$ cat src/rtl/dbg_wp_pkg.sv
package dbg_wp_pkg;

    localparam int ADDR_W   = 32;
    localparam int N_IAC    = 4;
    localparam int N_DAC    = 2;
    localparam int N_WP     = N_IAC + N_DAC;
    localparam int IDX_W    = $clog2(N_WP + 1);
    localparam int IGN_BITS = 2;

    typedef logic [ADDR_W-1:0] addr_t;

    typedef struct packed {
        addr_t addr;
        logic  on_rd;
        logic  on_wr;
    } dac_cfg_t;

    typedef struct packed {
        logic  valid;
        addr_t addr;
        logic  is_write;
    } dacc_t;

    function automatic logic word_match(addr_t a, addr_t b);
        addr_t mask;
        mask = ~addr_t'((1 << IGN_BITS) - 1);
        return (a & mask) == (b & mask);
    endfunction

endpackage

$ cat src/rtl/dbg_wp_cfg_regs.sv
module dbg_wp_cfg_regs
    import dbg_wp_pkg::*;
(
    input  logic              clk,
    input  logic              rst,
    input  logic              cw_en,
    input  logic [IDX_W-1:0]  cw_idx,
    input  addr_t             cw_addr,
    input  logic              cw_on_rd,
    input  logic              cw_on_wr,
    output addr_t             iac_cmp [N_IAC],
    output dac_cfg_t          dac_cfg [N_DAC]
);

    for (genvar g = 0; g < N_IAC; g++) begin : g_iac
        always_ff @(posedge clk) begin
            if (rst)
                iac_cmp[g] <= '0;
            else if (cw_en && cw_idx == IDX_W'(g))
                iac_cmp[g] <= cw_addr;
        end
    end

    for (genvar g = 0; g < N_DAC; g++) begin : g_dac
        always_ff @(posedge clk) begin
            if (rst)
                dac_cfg[g] <= '0;
            else if (cw_en && cw_idx == IDX_W'(N_IAC + g))
                dac_cfg[g] <= '{addr: cw_addr, on_rd: cw_on_rd, on_wr: cw_on_wr};
        end
    end

endmodule

$ cat src/rtl/dbg_wp_iac.sv
module dbg_wp_iac
    import dbg_wp_pkg::*;
(
    input  logic  valid,
    input  addr_t addr,
    input  addr_t cmp,
    output logic  hit
);

    always_comb hit = valid && word_match(addr, cmp);

endmodule

$ cat src/rtl/dbg_wp_dac.sv
module dbg_wp_dac
    import dbg_wp_pkg::*;
(
    input  dacc_t    acc,
    input  dac_cfg_t cfg,
    output logic     hit
);

    logic kind_ok;

    always_comb begin
        kind_ok = acc.is_write ? cfg.on_wr : cfg.on_rd;
        hit     = acc.valid && kind_ok && (acc.addr == cfg.addr);
    end

endmodule

$ cat src/rtl/dbg_addr_watch.sv
module dbg_addr_watch
    import dbg_wp_pkg::*;
(
    input  logic              clk,
    input  logic              rst,
    input  logic              i_valid,
    input  logic [ADDR_W-1:0] i_addr,
    input  logic              d_valid,
    input  logic [ADDR_W-1:0] d_addr,
    input  logic              d_is_write,
    input  logic              cw_en,
    input  logic [IDX_W-1:0]  cw_idx,
    input  logic [ADDR_W-1:0] cw_addr,
    input  logic              cw_on_rd,
    input  logic              cw_on_wr,
    input  logic              mode_int,
    input  logic              mode_ext,
    input  logic              session_active,
    output logic [N_WP-1:0]   wp_o
);

    addr_t           iac_cmp [N_IAC];
    dac_cfg_t        dac_cfg [N_DAC];
    logic [N_WP-1:0] hits;
    logic            gate_open;
    dacc_t           dacc;

    dbg_wp_cfg_regs u_regs (
        .clk      (clk),
        .rst      (rst),
        .cw_en    (cw_en),
        .cw_idx   (cw_idx),
        .cw_addr  (cw_addr),
        .cw_on_rd (cw_on_rd),
        .cw_on_wr (cw_on_wr),
        .iac_cmp  (iac_cmp),
        .dac_cfg  (dac_cfg)
    );

    always_comb dacc = '{valid: d_valid, addr: d_addr, is_write: d_is_write};

    for (genvar g = 0; g < N_IAC; g++) begin : g_icmp
        dbg_wp_iac u_iac (
            .valid (i_valid),
            .addr  (i_addr),
            .cmp   (iac_cmp[g]),
            .hit   (hits[g])
        );
    end

    for (genvar g = 0; g < N_DAC; g++) begin : g_dcmp
        dbg_wp_dac u_dac (
            .acc (dacc),
            .cfg (dac_cfg[g]),
            .hit (hits[N_IAC + g])
        );
    end

    // Debug mode must be selected and no session in progress.
    always_comb gate_open = (mode_int || mode_ext) && !session_active;

    always_ff @(posedge clk) begin
        if (rst)
            wp_o <= '0;
        else
            wp_o <= gate_open ? hits : '0;
    end

    a_r6_session_blocks: assert property (@(posedge clk) disable iff (rst)
        session_active |=> wp_o == '0);

    a_r5_mode_required: assert property (@(posedge clk) disable iff (rst)
        !(mode_int || mode_ext) |=> wp_o == '0);

    a_r2_ifetch_needs_valid: assert property (@(posedge clk) disable iff (rst)
        !i_valid |=> wp_o[N_IAC-1:0] == '0);

    a_r3_data_needs_valid: assert property (@(posedge clk) disable iff (rst)
        !d_valid |=> wp_o[N_WP-1:N_IAC] == '0);

    a_r4_pulse_needs_access: assert property (@(posedge clk) disable iff (rst)
        !(i_valid || d_valid) |=> wp_o == '0);

endmodule

$ cat config.mk
export PLATFORM = sky130hd
export DESIGN_NAME = dbg_addr_watch
export DESIGN_NICKNAME = d
export VERILOG_FILES = /design/src/rtl/dbg_wp_pkg.sv /design/src/rtl/dbg_wp_cfg_regs.sv /design/src/rtl/dbg_wp_iac.sv /design/src/rtl/dbg_wp_dac.sv /design/src/rtl/dbg_addr_watch.sv
export SDC_FILE = /design/constraint.sdc
export NUM_CORES = 1
export LEC_CHECK = 0
export CORE_ASPECT_RATIO = 0.8
export CORE_MARGIN = 4
export CORE_UTILIZATION = 45
export CTS_BUF_LIST = sky130_fd_sc_hd__clkbuf_2 sky130_fd_sc_hd__clkbuf_4 sky130_fd_sc_hd__clkbuf_8
export DETAILED_ROUTE_END_ITERATION = 7
export GPL_TIMING_DRIVEN = 0
export PLACE_DENSITY = 0.72
export SLEW_MARGIN = 20
export SYNTH_ARGS = -nofsm -noshare
export SYNTH_HDL_FRONTEND = slang
export SYNTH_SLANG_ARGS = --single-unit
$ cat constraint.sdc
create_clock -name clk -period 1.1 [get_ports clk]
set_input_delay 0.165 -clock clk [delete_from_list [all_inputs] [get_ports clk]]
set_output_delay 0.165 -clock clk [all_outputs]
set_load 0.01 [all_outputs]
## Word level (Yosys, flattened, before mapping)

Cells that the tools add are included.

| word-level totals | value |
|---|---|
| flip-flop bits (word level) | 202 |
| word-level logic and storage cells | 44 |
| input port bits | 110 |

| operators by class | value |
|---|---|
| equality and inequality tests | 11 |
| multiplexer cells | 2 |
| bitwise operators | 1 |
| reductions and logical operators | 19 |

Operators by type and width:

| kind | number |
|---|---|
| 30-bit equality test | 4 |
| 32-bit equality test | 2 |
| 1-bit logical AND | 15 |
| 3-bit by 2-bit equality test with 1-bit output, second input constant | 2 |
| 3-bit equality test, second input constant | 2 |
| 3-bit by 1-bit equality test with 1-bit output, second input constant | 1 |
| 3-bit logical NOT | 1 |
| 1-bit 2-to-1 mux | 2 |
| 2-bit OR reduction | 1 |
| 1-bit logical NOT | 1 |
| 1-bit logical OR | 1 |
| 1-bit NOT | 1 |

## Depth between registers and ports, before layout

Gate-level depths: netlist (run 1).

| logic depth | value |
|---|---|
| depth in word-level cells | 4 |
| depth in mapped cells | 6 |
| gate-level depth less buffers | 4 |

## By module

Synthesis (run 1) repeated with hierarchy kept, for this count alone.

| unflattened totals | value |
|---|---|
| cells, all modules | 944 |
| area total of the unflattened synthesis | 9893.2 µm² |

By module, submodules not included:

| module | cells each | times used | area each (µm²) |
|---|---|---|---|
| dbg_wp_cfg_regs | 681 | 1 | 7652.3 |
| dbg_wp_iac | 40 | 4 | 332.8 |
| dbg_wp_dac | 45 | 2 | 366.6 |
| dbg_addr_watch | 13 | 1 | 176.4 |

## Worst setup path before layout (run 1)

OpenSTA, ideal clock, no wires.

| timing path | value |
|---|---|
| kind | input-to-reg |
| start | input rst |
| end | register wp_o[4] |
| arrival time | 1.151 ns |
| path buffers | 1 |
| stages | 5 |
| setup slack | -0.124 ns |
| library setup time | 0.073 ns |
| path through | buf_6 > nor2_4 > o211ai_1 > or4_1 > nor3_2 |

| between the ends | value |
|---|---|
| cells in the longest elaborated chain, start to end | 1 |

RTL lines:

| element | RTL line | RTL |
|---|---|---|
| start: declaration | dbg_addr_watch.sv:5 | `input logic rst,` |
| 2-bit OR reduction (no line) | -- |  |
| end signal: assignment | dbg_addr_watch.sv:66 | `wp_o <= gate_open ? hits : '0;` |
| end: declaration | dbg_addr_watch.sv:19 | `output logic [N_WP-1:0] wp_o` |

Every way passes these cells.
A chain may end at the register's enable or synchronous reset.

## Final worst setup path (run 1)

| timing path | value |
|---|---|
| start | register u_regs.iac_cmp[10] (netlist name) |
| end | register wp_o[3] |

| between the ends | value |
|---|---|
| cells in the longest elaborated chain, start to end | 2 |

RTL lines:

| element | RTL line | RTL |
|---|---|---|
| start: declaration | dbg_wp_cfg_regs.sv:11 | `output addr_t iac_cmp [N_IAC],` |
| start signal: indexed assignment | dbg_wp_cfg_regs.sv:20 | `iac_cmp[g] <= cw_addr;` |
| 30-bit equality test | dbg_wp_pkg.sv:27 | `return (a & mask) == (b & mask);` |
| 1-bit logical AND | dbg_wp_iac.sv:10 | `always_comb hit = valid && word_match(addr, cmp);` |

Every way passes these cells.

==> results of run 1 <==
==> power groups by stage <==
| stage | logic (mW) | clock network, mW | registers, mW |
|---|---|---|---|
| 2_1_floorplan | 0.740 | 0 | 7.40 |
| 3_3_place_gp | 1.73 | 0 | 7.42 |
| 3_5_place_dp | 1.73 | 0 | 7.42 |
| 4_1_cts | 1.80 | 5.64 | 7.26 |
| 5_1_grt | 1.97 | 5.89 | 7.28 |
| 6_report | 1.88 | 5.66 | 7.26 |
==> per-layer routing <==
layer,up-vias,track usage (%),routed length (um)
met4,0,6.24,472
met2,493,37.7,12300
met3,40,7.78,3580
met1,3795,40.1,13200
met5,-,0,0
li1,3820,-,-
==> logic make-up after synthesis <==
| logic type | Yosys count | share of synthesized area (%) |
|---|---|---|
| DFF | 194 | 44.8 |
| xor gates and xnor gates | 184 | 18.6 |
| and+or+nand+nor | 459 | 22.3 |
| AOI/OAI and AO/OA | 190 | 11.1 |
| buffers and inverters | 61 | 3.02 |
| muxes | 2 | 0.231 |
==> sequential cells by signal, indices dropped and copies added (netlist names) <==
signal          count
u_regs.dac_cfg     68
u_regs.iac_cmp    120
wp_o                6
==> how the worst min path moves through the flow <==
| stage | from | end | slack [ps] | cells past startpoint |
|---|---|---|---|---|
| 2_1_floorplan | cw_addr[12] | u_regs.dac_cfg[14] | 290 | 2 |
| 3_5_place_dp | u_regs.dac_cfg[1] | u_regs.dac_cfg[1] | 450 | 2 |
| 6_report | i_addr[27] | wp_o[2] | 210 | 4 |
| 4_1_cts | rst | u_regs.iac_cmp[119] | 210 | 3 |
| 3_3_place_gp | u_regs.dac_cfg[35] | u_regs.dac_cfg[35] | 440 | 2 |
| 5_1_grt | rst | u_regs.iac_cmp[119] | 230 | 3 |
==> critical path: stages (launching register included) <==
cell     delay (ps)
dfxtp_1         340
xor2_1          210
nor4_2          340
nand4_1         160
nor4_2          340
==> metrics by stage <==
step | instances | utilization (%) | instance area (um2) | power (mW)
3_5_place_dp | 1456 | 53.4 | 10100 | 9.16
3_3_place_gp | 1456 | 53.4 | 10100 | 9.14
5_1_grt | 1491 | 57.2 | 10800 | 15.1
4_1_cts | 1491 | 56.7 | 10700 | 14.7
6_report | 1491 | 57.2 | 10800 | 14.8
2_1_floorplan | 1090 | - | 8690 | 8.14
==> layout make-up <==
cell class	count	area, um2
clock inverter	13	233
multi-input combinational	835	4750
fill	1740	8100
sequential	194	3900
tap	258	323
timing repair buffer	111	1070
clock buffer	19	255
buffer	61	290
==> placed cells by master (no fill, tap or decap), types with 2 or more instances in the layout <==
cell / synthesis / layout
a21oi_1: 188 / 188
buf_2: 20 / 21
buf_4: 0 / 6
buf_6: 1 / 3
bufinv_16: 0 / 6
clkbuf_1: 40 / 30
clkbuf_2: 0 / 11
clkbuf_4: 0 / 2
clkbuf_8: 0 / 18
clkdlybuf4s50_1: 0 / 99
clkinv_4: 0 / 2
clkinvlp_4: 0 / 4
dfxtp_1: 194 / 180
dfxtp_2: 0 / 14
mux2i_1: 2 / 2
nand2_1: 379 / 379
nand3_1: 5 / 5
nand4_1: 20 / 20
nor2_4: 1 / 2
nor3_1: 3 / 2
nor3_2: 3 / 3
nor4_1: 36 / 21
nor4_2: 0 / 11
nor4_4: 0 / 4
xnor2_1: 48 / 44
xnor2_2: 0 / 3
xor2_1: 136 / 135
==> repair_timing <==
item                       CTS  global route
hold buffers                 0             0
buffers inserted             3             0
resized for setup           62            16
pin swaps                    6             5
setup endpoints to repair  196           137
==> reports/metrics.cfg, run 1 <==
[synthesis]
syn_inst=1090
synth_flop_cell=dfxtp_1
synthesis.area_mm2=0.00866
yosysUniqueCellTypes=25
synth.most_common_cell=nand2_1
ys_warn_count=0
post-synth-top-area-cell=dfxtp_1
synth_edf_count=0
syn-mean-instance-area_um2=7.95
synth_common_cells=379 x nand2_1, 194 x dfxtp_1, 188 x a21oi_1
ys_ff_latch=194
synth_top_cell_area_share_pct=44.8
ys_top_cells_by_area=dfxtp_1 45%, nand2_1 16%, xor2_1 14%, a21oi_1 11%, xnor2_1 4.9%
async_reset_ff_share_pct=0
seq_area_frac_synth_pct=44.8
synth_nets=1200

[setup_path]
r2r_start=u_regs.iac_cmp[10]
r2r-end=wp_o[3]
cp-startpoint=u_regs.iac_cmp[10]
critPathArrivalTime_ps=1890
cp-start-kind=flip-flop
path_class=flip-flop to flip-flop
path_max_fanout=2
critPathCaptureType=flip-flop
rrSetupSlack_ps=-410
r2r_cells=4
cp.required_ps=1480
cp-endpoint=wp_o[3]

[die]
core_area_mm2=0.0189
dieArea_mm2=0.0216
initial_core_util_pct=45.8
rows=45
boundaryPins=116
die_w_um=163
die_h_um=132

[detailed_routing]
drtPass1Iterations=5
postRouteAntennaNets=0
wl_per_cell_um=19.8
vias=8148
drt_iter0_markers=1144
viasPerCell=5.46
drc=0
wl_mm=29.5

[power_and_ir_drop]
pwr-share-comb_pct=12.7
switchingPower_mw=3.89
seqPwrFrac_pct=49.1
p_clk_share_pct=38.3
power.internal_mw=10.9
peakVddDrop_v=0.000713
p_leak_nw=3.96
switching_share_pct=26.2
power_density_mw_per_mm2=1370

[final_layout]
n_antenna_cell=0
syn_to_final_growth_pct=24.8
final_layout_size_suffix_gt1_share_pct=9.65
layout.nets=1330

[clock_network]
cts_tree=built
htreeDepth=4
clockRootBuffer=clkbuf_8
clkLatencyLatePin_ps=490
cts_inserted_buffers=17
numClockSinks=194
clock_path_buffers=2
clk_transition_reported_paths_ps=100

[timing]
drv_slew=0
fin_crit_sh_pct=137
hold_viol=0
fmax_mhz=664
rsz0062_at_grt=true
tns_ps=-1850
min_period_ps=1510
setup_viol=6
fin_ws_ps=-407
timing.hold.ws_ps=211
skew_ps=10.4
max_slew_margin_pct=53.4
worst_pin_slew_ps=699

[grt]
grt-ovfl-total=0
grt_pass1_vias=7456
antenna_found_initial=0
grt_max_degree=17
grt_pass1_wl_mm=43.4
grt_usage_pct=26.7

[place]
pre_cts_ws_ps=-1180
gp_congestion=0.978
port_buffers=108
dp_hpwl_mm=22.4

[hold_path]
hp-class=input port to flip-flop

[run]
maxCapViolations=0

[outcome]
status=finished, violations left
violations=negative setup slack

Power figures use the tool's default switching activity.
==> run 2: changes to the inputs <==
--- a/config.mk
+++ b/config.mk
@@ -12,7 +12,7 @@
 export DETAILED_ROUTE_END_ITERATION = 7
 export GPL_TIMING_DRIVEN = 0
 export PLACE_DENSITY = 0.72
-export SLEW_MARGIN = 20
+export SLEW_MARGIN = 5
 export SYNTH_ARGS = -nofsm -noshare
 export SYNTH_HDL_FRONTEND = slang
 export SYNTH_SLANG_ARGS = --single-unit
==> results of run 2 <==
Same layout as run 1: the final DEF is identical, and so are final timing and power.
==> run 3: changes to the inputs <==
--- a/config.mk
+++ b/config.mk
@@ -11,8 +11,9 @@
 export CTS_BUF_LIST = sky130_fd_sc_hd__clkbuf_2 sky130_fd_sc_hd__clkbuf_4 sky130_fd_sc_hd__clkbuf_8
 export DETAILED_ROUTE_END_ITERATION = 7
 export GPL_TIMING_DRIVEN = 0
-export PLACE_DENSITY = 0.72
+export PLACE_DENSITY = 0.71
 export SLEW_MARGIN = 5
 export SYNTH_ARGS = -nofsm -noshare
 export SYNTH_HDL_FRONTEND = slang
+export SYNTH_HIERARCHICAL = 1
 export SYNTH_SLANG_ARGS = --single-unit
==> run 3 against run 2 <==
The run still ends with negative setup slack left. Via count shrank 15%. First-iteration DRC count shrank 55%. Clock-buffer cell count shrank 1. Synthesized cell count shrank 16%. Sequential power is essentially flat. Hold slack lost 160 ps. Sequential share of layout area shrank 2.7 points. Combinational power grew 3%. Register-to-register slack lost 320 ps. Critical path type unchanged. Largest power group unchanged.
==> reports/metrics.cfg, run 3 <==
[outcome]
status=finished, violations left
violations=negative setup slack

[final_layout]
fill_cells=1832
design_area_mm2=0.0118
final_layout_size_suffix_gt1_share_pct=15.6
multi_input_area_mm2=0.00571
largest_register_ffs=120
n_antenna_cell=0
final_cells=1328
layout.nets=1158
final_cell_mix=210 x nand2b_1, 190 x mux2i_1, 151 x dfxtp_1, 104 x xnor2_1, 102 x clkdlybuf4s50_1
final-seq-area_mm2=0.00394
largest_register=u_regs/iac_cmp
syn_to_final_growth_pct=22.8
layout_commonest_cell=nand2b_1
largest_registers=u_regs/iac_cmp (120), u_regs/dac_cfg (68), wp_o (6)

[timing]
fin_ws_ps=-726
drv_slew=0
hold_viol=0
setup_viol=6
rsz0062_at_grt=true
max_slew_margin_pct=43.1
worst_pin_slew_ps=851
fmax_mhz=548
min_period_ps=1830
fin_crit_sh_pct=166
skew_ps=15.2

[grt]
grt_pass1_vias=6994
antenna_found_initial=0
grt_pass1_wl_mm=41.4
grt-ovfl-total=0
grt_max_degree=17
grt_usage_pct=23.2

[power_and_ir_drop]
power_density_mw_per_mm2=1240
power.internal_mw=10.9
switchingPower_mw=3.70
p_clk_share_pct=36.8
peakVddDrop_v=0.000884
switching_share_pct=25.3
pwr-share-comb_pct=13.3
p_total_mw=14.6
seqPwrFrac_pct=49.9
p_leak_nw=5.12

[setup_path]
r2r-end=wp_o[1]
worst-path-stages=5
path_max_fanout=2
cp.required_ps=1480
max_stage_delay_ps=620
critPathCaptureType=flip-flop
critPathBufInv=0
rrSetupSlack_ps=-730
critPathArrivalTime_ps=2210
crit_chain=xnor2_2, nand4_1, or4_4, nor4_4, nor4b_2
critPathTopFamily=simple AND/OR/NAND/NOR gates
r2r_start=u_regs/iac_cmp[75]
r2r_cells=5
cp-start-kind=flip-flop
path_class=flip-flop to flip-flop
critPathSlowestCell=or4_4

[hold_path]
whs_endpoint=u_regs/dac_cfg[35]
hp-class=input port to flip-flop
hold_depth=3
hold_start=cw_idx[1]

[synthesis]
ys_warn_count=6
syn-mean-instance-area_um2=10.4
synthesis.area_mm2=0.00960
syn_inst=920
synth_nets=1030

[detailed_routing]
drt_iter0_markers=511
vias=6909
wl_per_cell_um=20.8
drc=0
drtPass1Iterations=5
postRouteAntennaNets=0
viasPerCell=5.20
wl_mm=27.6

[clock_network]
cts_inserted_buffers=17
clkLatencyLatePin_ps=480
clk_transition_reported_paths_ps=110
clockRootBuffer=clkbuf_8
cts_hold_buffers=0
numClockSinks=194
cts_tree=built
htreeDepth=4
clock_path_buffers=2

[place]
gp_congestion=0.897
port_buffers=110
place_area_mm2=0.0111
dpl.cell_count=1299
dp_hpwl_mm=20.9
pre_cts_ws_ps=-1440

[run]
maxCapViolations=0

[die]
dieArea_mm2=0.0238
boundaryPins=116
initial_core_util_pct=46.1
die_h_um=139
rows=47
core_area_mm2=0.0208
die_w_um=171

## run 3: worst min-delay path, stage by stage
cell and delay, ps:
buf_8 110, nor4bb_1 90, mux2i_1 120
## run 3: worst max-delay path by stage
stage	startpoint	endpoint
floorplan	u_regs/iac_cmp[100]	wp_o[0]
global placement	rst	u_regs/dac_cfg[19]
detailed placement	rst	u_regs/iac_cmp[113]
CTS	u_regs/iac_cmp[75]	wp_o[1]
global route	u_regs/iac_cmp[75]	wp_o[1]
finish	u_regs/iac_cmp[75]	wp_o[1]
## run 3: cell type report
cell class                 count  share of cell area (%)
sequential                   194                    33.4
multi-input combinational    676                    48.4
buffer                        49                    2.41
timing repair buffer         110                    9.10
tap                          269                    2.85
clock inverter                12                    1.73
clock buffer                  18                    2.10
## run 3: stage by stage
step	util [%]	hold slack, ps	TNS [ps]
final	56.6	51.7	-3530
after global routing	56.6	28.6	-4190
after CTS	56.3	24.8	-3410
after detailed placement	53.6	470	-229600
after global placement	53.6	463	-225060
after floorplan	-	236	-3340
## run 3: timing repair
| item | 4_1_cts | 5_1_grt |
|---|---|---|
| resized for setup | 78 | 29 |
| setup endpoints to repair | 200 | 62 |
| pin swaps | 4 | 12 |
| buffers inserted | 0 | 0 |
## run 3: power by group through the flow
stage	Combinational [mW]	Sequential [mW]	Clock (mW)
floorplan	0.962	7.42	0
global placement	1.84	7.44	0
detailed placement	1.84	7.44	0
CTS	1.90	7.28	5.48
global route	2.05	7.30	5.76
finish	1.94	7.28	5.38
## run 3: metal layers
metal	wire length (um)	up-vias	track usage (%)
met2	11800	188	33.6
li1	-	3348	-
met4	403	0	5.29
met3	1950	19	6.38
met5	0	-	0
met1	13500	3354	34.2
